### src/rtl/rzr_pkg.sv
package rzr_pkg;

    // Symbol seen on the line pair, encoded as {A,B}
    typedef enum logic [1:0] {
        SYM_NULL = 2'b00,
        SYM_ZERO = 2'b01,
        SYM_ONE  = 2'b10,
        SYM_BAD  = 2'b11
    } line_sym_t;

    typedef struct packed {
        logic [31:0] bits;
        logic        par_ok;
    } held_word_t;

    function automatic line_sym_t decode_sym(input logic a, input logic b);
        return line_sym_t'({a, b});
    endfunction

    function automatic logic odd_ones(input logic [31:0] w);
        return ^w;
    endfunction

endpackage

### src/rtl/rzr_sampler.sv
module rzr_sampler
    import rzr_pkg::*;
(
    input  logic      clk,
    input  logic      rst,
    input  logic      line_a,
    input  logic      line_b,
    output line_sym_t sym,
    output logic      mark_start,
    output logic      bit_val
);
    line_sym_t sym_q, sym_prev;

    always_ff @(posedge clk) begin
        if (rst) begin
            sym_q    <= SYM_NULL;
            sym_prev <= SYM_NULL;
        end else begin
            sym_q    <= decode_sym(line_a, line_b);
            sym_prev <= sym_q;
        end
    end

    assign sym        = sym_q;
    assign mark_start = (sym_prev == SYM_NULL) && (sym_q == SYM_ONE || sym_q == SYM_ZERO);
    assign bit_val    = (sym_q == SYM_ONE);
endmodule

### src/rtl/rzr_framer.sv
module rzr_framer
    import rzr_pkg::*;
#(
    parameter int SPB_FAST   = 10,
    parameter int SPB_SLOW   = 80,
    parameter int WORD_BITS  = 32,
    parameter int SHORT_BITS = 25
) (
    input  logic                 clk,
    input  logic                 rst,
    input  line_sym_t            sym,
    input  logic                 mark_start,
    input  logic                 bit_val,
    input  logic                 rate_slow,
    input  logic                 len_short,
    output logic                 word_valid,
    output logic [WORD_BITS-1:0] word_bits
);
    localparam int GAP_FAST = (SPB_FAST * 3) / 2;
    localparam int GAP_SLOW = (SPB_SLOW * 3) / 2;
    localparam int CNT_W    = $clog2(GAP_SLOW + 1);
    localparam int BCNT_W   = $clog2(WORD_BITS + 2);
    localparam int IDX_W    = $clog2(WORD_BITS);
    localparam logic [CNT_W-1:0]  GAP_F_C  = CNT_W'(GAP_FAST);
    localparam logic [CNT_W-1:0]  GAP_S_C  = CNT_W'(GAP_SLOW);
    localparam logic [BCNT_W-1:0] FULL_C   = BCNT_W'(WORD_BITS);
    localparam logic [BCNT_W-1:0] SHORT_C  = BCNT_W'(SHORT_BITS);
    localparam logic [BCNT_W-1:0] OVER_C   = BCNT_W'(WORD_BITS + 1);

    logic [CNT_W-1:0]     null_cnt;
    logic [BCNT_W-1:0]    bit_cnt;
    logic [WORD_BITS-1:0] shreg;
    logic                 abort_q;
    logic [CNT_W-1:0]     gap_lim;
    logic [BCNT_W-1:0]    need;
    logic                 gap_hit;

    assign gap_lim = rate_slow ? GAP_S_C : GAP_F_C;
    assign need    = len_short ? SHORT_C : FULL_C;
    assign gap_hit = (sym == SYM_NULL) && (null_cnt == gap_lim - CNT_W'(1));

    always_ff @(posedge clk) begin
        if (rst) begin
            null_cnt   <= '0;
            bit_cnt    <= '0;
            shreg      <= '0;
            abort_q    <= 1'b0;
            word_valid <= 1'b0;
            word_bits  <= '0;
        end else begin
            word_valid <= 1'b0;
            if (sym != SYM_NULL)
                null_cnt <= '0;
            else if (null_cnt < gap_lim)
                null_cnt <= null_cnt + CNT_W'(1);

            if (gap_hit) begin
                if (bit_cnt != '0 && !abort_q && bit_cnt == need) begin
                    word_valid <= 1'b1;
                    word_bits  <= shreg;
                end
                bit_cnt <= '0;
                shreg   <= '0;
                abort_q <= 1'b0;
            end else begin
                if (sym == SYM_BAD)
                    abort_q <= 1'b1;
                if (mark_start && bit_cnt < OVER_C) begin
                    if (bit_cnt < FULL_C)
                        shreg[bit_cnt[IDX_W-1:0]] <= bit_val;
                    bit_cnt <= bit_cnt + BCNT_W'(1);
                end
            end
        end
    end


    bitcnt_bound_chk: assert property (@(posedge clk) disable iff (rst)
        bit_cnt <= OVER_C);


    commit_after_gap_chk: assert property (@(posedge clk) disable iff (rst)
        word_valid |-> $past(sym == SYM_NULL));
endmodule

### src/rtl/rzr_holder.sv
module rzr_holder
    import rzr_pkg::*;
#(
    parameter int WORD_BITS = 32,
    parameter int HALF_W    = 16
) (
    input  logic                 clk,
    input  logic                 rst,
    input  logic                 word_valid,
    input  logic [WORD_BITS-1:0] word_bits,
    input  logic                 rd_oe_n,
    input  logic                 half_sel,
    output logic [HALF_W-1:0]    rd_data,
    output logic                 rd_drive,
    output logic                 rdy_n,
    output logic                 par_ok
);
    held_word_t held;
    logic lo_seen, hi_seen, both_seen;

    assign both_seen = lo_seen && hi_seen;

    always_ff @(posedge clk) begin
        if (rst) begin
            held    <= '0;
            rdy_n   <= 1'b1;
            lo_seen <= 1'b0;
            hi_seen <= 1'b0;
        end else if (word_valid) begin
            held.bits   <= word_bits;
            held.par_ok <= odd_ones(word_bits);
            rdy_n       <= 1'b0;
            lo_seen     <= 1'b0;
            hi_seen     <= 1'b0;
        end else if (!rdy_n) begin
            if (both_seen) begin
                rdy_n   <= 1'b1;
                lo_seen <= 1'b0;
                hi_seen <= 1'b0;
            end else if (!rd_oe_n) begin
                if (half_sel) hi_seen <= 1'b1;
                else          lo_seen <= 1'b1;
            end
        end
    end

    always_comb begin
        rd_data = '0;
        if (!rd_oe_n)
            rd_data = half_sel ? held.bits[WORD_BITS-1:HALF_W] : held.bits[HALF_W-1:0];
    end
    assign rd_drive = !rd_oe_n;
    assign par_ok   = held.par_ok;


    done_sets_ready_chk: assert property (@(posedge clk) disable iff (rst)
        word_valid |=> !rdy_n);


    ready_release_chk: assert property (@(posedge clk) disable iff (rst)
        $rose(rdy_n) |-> ($past(both_seen) || $past(rst)));
endmodule

### src/rtl/rz_word_receiver.sv
module rz_word_receiver
    import rzr_pkg::*;
#(
    parameter int SPB_FAST   = 10,
    parameter int SPB_SLOW   = 80,
    parameter int WORD_BITS  = 32,
    parameter int SHORT_BITS = 25
) (
    input  logic        clk,
    input  logic        rst,
    input  logic        line_a,
    input  logic        line_b,
    input  logic        rate_slow,
    input  logic        len_short,
    input  logic        half_sel,
    input  logic        rd_oe_n,
    output logic [15:0] rd_data,
    output logic        rd_drive,
    output logic        rdy_n,
    output logic        par_ok
);
    localparam int HALF_W = WORD_BITS / 2;

    line_sym_t            sym;
    logic                 mark_start, bit_val, word_valid;
    logic [WORD_BITS-1:0] word_bits;

    rzr_sampler u_samp (
        .clk(clk), .rst(rst), .line_a(line_a), .line_b(line_b),
        .sym(sym), .mark_start(mark_start), .bit_val(bit_val)
    );

    rzr_framer #(
        .SPB_FAST(SPB_FAST), .SPB_SLOW(SPB_SLOW),
        .WORD_BITS(WORD_BITS), .SHORT_BITS(SHORT_BITS)
    ) u_frm (
        .clk(clk), .rst(rst), .sym(sym), .mark_start(mark_start),
        .bit_val(bit_val), .rate_slow(rate_slow), .len_short(len_short),
        .word_valid(word_valid), .word_bits(word_bits)
    );

    rzr_holder #(.WORD_BITS(WORD_BITS), .HALF_W(HALF_W)) u_hold (
        .clk(clk), .rst(rst), .word_valid(word_valid), .word_bits(word_bits),
        .rd_oe_n(rd_oe_n), .half_sel(half_sel), .rd_data(rd_data),
        .rd_drive(rd_drive), .rdy_n(rdy_n), .par_ok(par_ok)
    );


    quiet_port_chk: assert property (@(posedge clk) disable iff (rst)
        rd_oe_n |-> (rd_data == '0 && !rd_drive));
endmodule

### config.mk
export PLATFORM = sky130hd
export DESIGN_NAME = rz_word_receiver
export DESIGN_NICKNAME = d
export VERILOG_FILES = /design/src/rtl/rzr_pkg.sv /design/src/rtl/rzr_sampler.sv /design/src/rtl/rzr_framer.sv /design/src/rtl/rzr_holder.sv /design/src/rtl/rz_word_receiver.sv
export SDC_FILE = /design/constraint.sdc
export NUM_CORES = 1
export LEC_CHECK = 0
export ABC_AREA = 0
export ABC_CLOCK_PERIOD_IN_PS = 3900
export BUFFER_PORTS_ARGS = -buffer_cell sky130_fd_sc_hd__buf_2
export CORE_ASPECT_RATIO = 1.1
export CORE_UTILIZATION = 35
export CTS_CLUSTER_DIAMETER = 60
export DETAILED_ROUTE_END_ITERATION = 8
export PLACE_DENSITY_LB_ADDON = 0.15
export SKIP_CTS_REPAIR_TIMING = 1
export SLEW_MARGIN = 20
export SYNTH_ARGS = -nofsm -noshare
export SYNTH_HDL_FRONTEND = slang
export SYNTH_SLANG_ARGS = --single-unit
### constraint.sdc
create_clock -name clk -period 3.9 [get_ports clk]
set_input_delay 0.585 -clock clk [delete_from_list [all_inputs] [get_ports clk]]
set_output_delay 0.585 -clock clk [all_outputs]
set_load 0.05 [all_outputs]
==> impl_metrics.ini <==
[sta]
finalHoldViolCount = 0
hold_slack_ns = 0.3902
fin_skew_ns = 0.008115
fin_crit_sh_pct = 62.81
rsz0062_at_grt = no
slew_headroom_pct = 28.60
tightest_slew_ns = 1.071
max_freq_mhz = 408.2
setup_viol = 0
setup_tns_ns = 0
drv_slew = 0
layout_setup_ws_ns = 1.450
period_minus_slack_ns = 2.450

[run_status]
outcome = complete, no violations

[global_routing]
grt_pass1_wl_mm = 19.19
overflow = 0
grt_max_degree = 53
gr-max-usage-layer = met2
antenna_found_initial = 0
grt_pass1_vias = 3859
use_met1_pct = 19.93
gr-usage-met3_pct = 4.195
met2_usage_pct = 23.14
track_usage_pct = 15.10

[setup_path]
end_kind = flop
required_ns = 4.17
cp_max_fo = 17
path_class = reg2reg
worstPathArrival_ns = 2.72
cp-start-kind = flop

[placement]
dpl-instance-area_sq_um = 5663
post-place-ws_ns = 1.299
dpl.hpwl_mm = 7.585
gp_congestion = 0.7789
io_buffers = 26

[power_and_ir_drop]
power_switching_uw = 604.8
p_clk_share_pct = 51.5
ir_drop_uv = 333.5
swShare_pct = 21.97
p_per_area_nw_per_um2 = 443.6
p_leak_nw = 2.169
combPwrFrac_pct = 3.7
seq_power_share_pct = 44.8
intPower_mw = 2.148

[synthesis]
yosysUniqueCellTypes = 42
syn_nets = 657
synthCells = 634
synthTopCellsByArea = dfxtp_1, mux2i_1, nand2_1
synth_seq_cells = 119
ys_warn_count = 0
yosys.area.top_type = dfxtp_1
seq_area_frac_synth_pct = 43.31
avgSynthCellArea_sq_um = 8.676
yosys.area.top_type_share_pct = 43.31
synth_area_sq_um = 5500

[clocking]
worstSkewPairLatency_ns = 0.41
cts_buffers = 17
path_clk_slew_ns = 0.05
clock-sinks = 119
cts_tree = done
cts_buffer_depth = 2
htreeDepth = 4
root_buffer = clkbuf_16

[routing]
via_count = 4072
drt-total-wl_mm = 11.14
routed_via_density = 4.808
drt_iter0_markers = 177
drc = 0
antenna_left = 0
drt_first_pass_iters = 4
wire_per_inst_um = 13.15

[final_layout]
final_core_util_pct = 40.75
num-fill-cells = 1537
final_common_cell = dfxtp_1
final_cell_mix = dfxtp_1, nand2_1, nor2_1, mux2i_1, a21oi_1
drive_above_1_share_pct = 18.74
fin_nets = 662
n_antenna_cell = 0
seqCellArea_sq_um = 2384
fin_area_sq_um = 6206
multi_input_area_sq_um = 2850
area_growth_pct = 12.83

[die]
die_h_um = 133.5
die-area_sq_um = 16220
die_w_um = 121.5
start_util_pct = 36.11
core-area_sq_um = 15230
rows = 47
io_pins = 27

[hold_path]
hold_class = in2reg

[flow_run]
drv_cap = 0
cell usage after synthesis (all sizes together):
| library cell | count |
|---|---|
| a211oi | 2 |
| a21o | 2 |
| a21oi | 70 |
| a41oi | 1 |
| and2 | 4 |
| and3 | 2 |
| and3b | 3 |
| buf | 16 |
| clkbuf | 27 |
| dfxtp | 119 |
| ha | 15 |
| inv | 9 |
| mux2i | 51 |
| nand2 | 133 |
| nand2b | 1 |
| nand3 | 37 |
| nand4 | 2 |
| nand4b | 1 |
| nor2 | 75 |
| nor2b | 4 |
| nor3 | 4 |
| nor3b | 3 |
| nor4 | 2 |
| nor4b | 1 |
| o21ai | 3 |
| o21bai | 1 |
| o31ai | 1 |
| or2 | 1 |
| or3 | 1 |
| or3b | 1 |
| or4b | 1 |
| xnor2 | 34 |
| xor2 | 7 |
final timing paths:
path / start / endpoint / slack, ns / depth (start not counted)
worst max-delay path: u_samp.sym[0]$_SDFF_PP0_ / u_frm.bit_cnt[4]$_SDFFE_PP0P_ / 1.45 / 8
worst min-delay path: line_b / u_samp.sym[0]$_SDFF_PP0_ / 0.39 / 2
worst max register to register: u_samp.sym[0]$_SDFF_PP0_ / u_frm.bit_cnt[4]$_SDFFE_PP0P_ / 1.45 / 8
worst min register to register: u_frm.shreg[9]$_SDFFE_PP0P_ / u_frm.word_bits[9]$_SDFFE_PP0P_ / 0.46 / 2
sequential cells by signal (all words and copies together), names as in the netlist:
signal,cells
u_frm.shreg,32
u_frm.word_bits,32
u_hold.held,32
u_frm.null_cnt,7
u_frm.bit_cnt,6
u_samp.sym,2
u_samp.sym_prev,2
u_frm.abort_q,1
u_frm.word_valid,1
u_hold.hi_seen,1
u_hold.lo_seen,1
u_hold.par_ok,1
u_hold.rdy_n,1
worst max-delay path, cell delays in order, from the launching register on:
cell     delay, ns
dfxtp_1       0.37
inv_1         0.10
ha_1          0.30
or3b_1        0.36
nor2_1        0.18
and2_1        0.60
nand3_1       0.17
xor2_1        0.16
nor2_1        0.05
layout make-up:
cell class / instances / area share [%]
repair buffers: 29 / 2.460
multi-input cells: 463 / 45.93
clock inverters: 10 / 1.290
inverters: 9 / 0.5444
clock buffers: 21 / 7.419
well taps: 196 / 3.952
flip-flops and latches: 119 / 38.41
cells by family after synthesis:
group / share of synthesized area (%)
multiplexers: 9.281
AND/OR/NAND/NOR: 22.82
flip-flops: 43.31
buffers and inverters: 4.913
AO/OA/AOI/OAI: 9.736
adder cells (fa/ha/maj): 3.412
XOR/XNOR: 6.529
routing by layer:
metal | vias to the layer above | wire [um]
met5 | - | 0
met4 | 0 | 176
met3 | 13 | 257
met2 | 49 | 5043
met1 | 1909 | 5657
li1 | 2101 | -
power by group through the flow:
stage          Sequential (mW)  Combinational, mW  Clock, mW
2_1_floorplan             1.26             0.0806          0
3_3_place_gp              1.26              0.100          0
3_5_place_dp              1.26              0.103          0
4_1_cts                   1.23              0.103       1.45
5_1_grt                   1.23              0.114       1.52
6_report                  1.23              0.102       1.42
metrics by stage:
step           std cells  power [mW]
2_1_floorplan        634       1.336
3_3_place_gp         816       1.359
3_5_place_dp         816       1.361
4_1_cts              847       2.784
5_1_grt              847       2.862
6_report             847       2.753
Note: power is estimated with default switching activity, not from simulation.
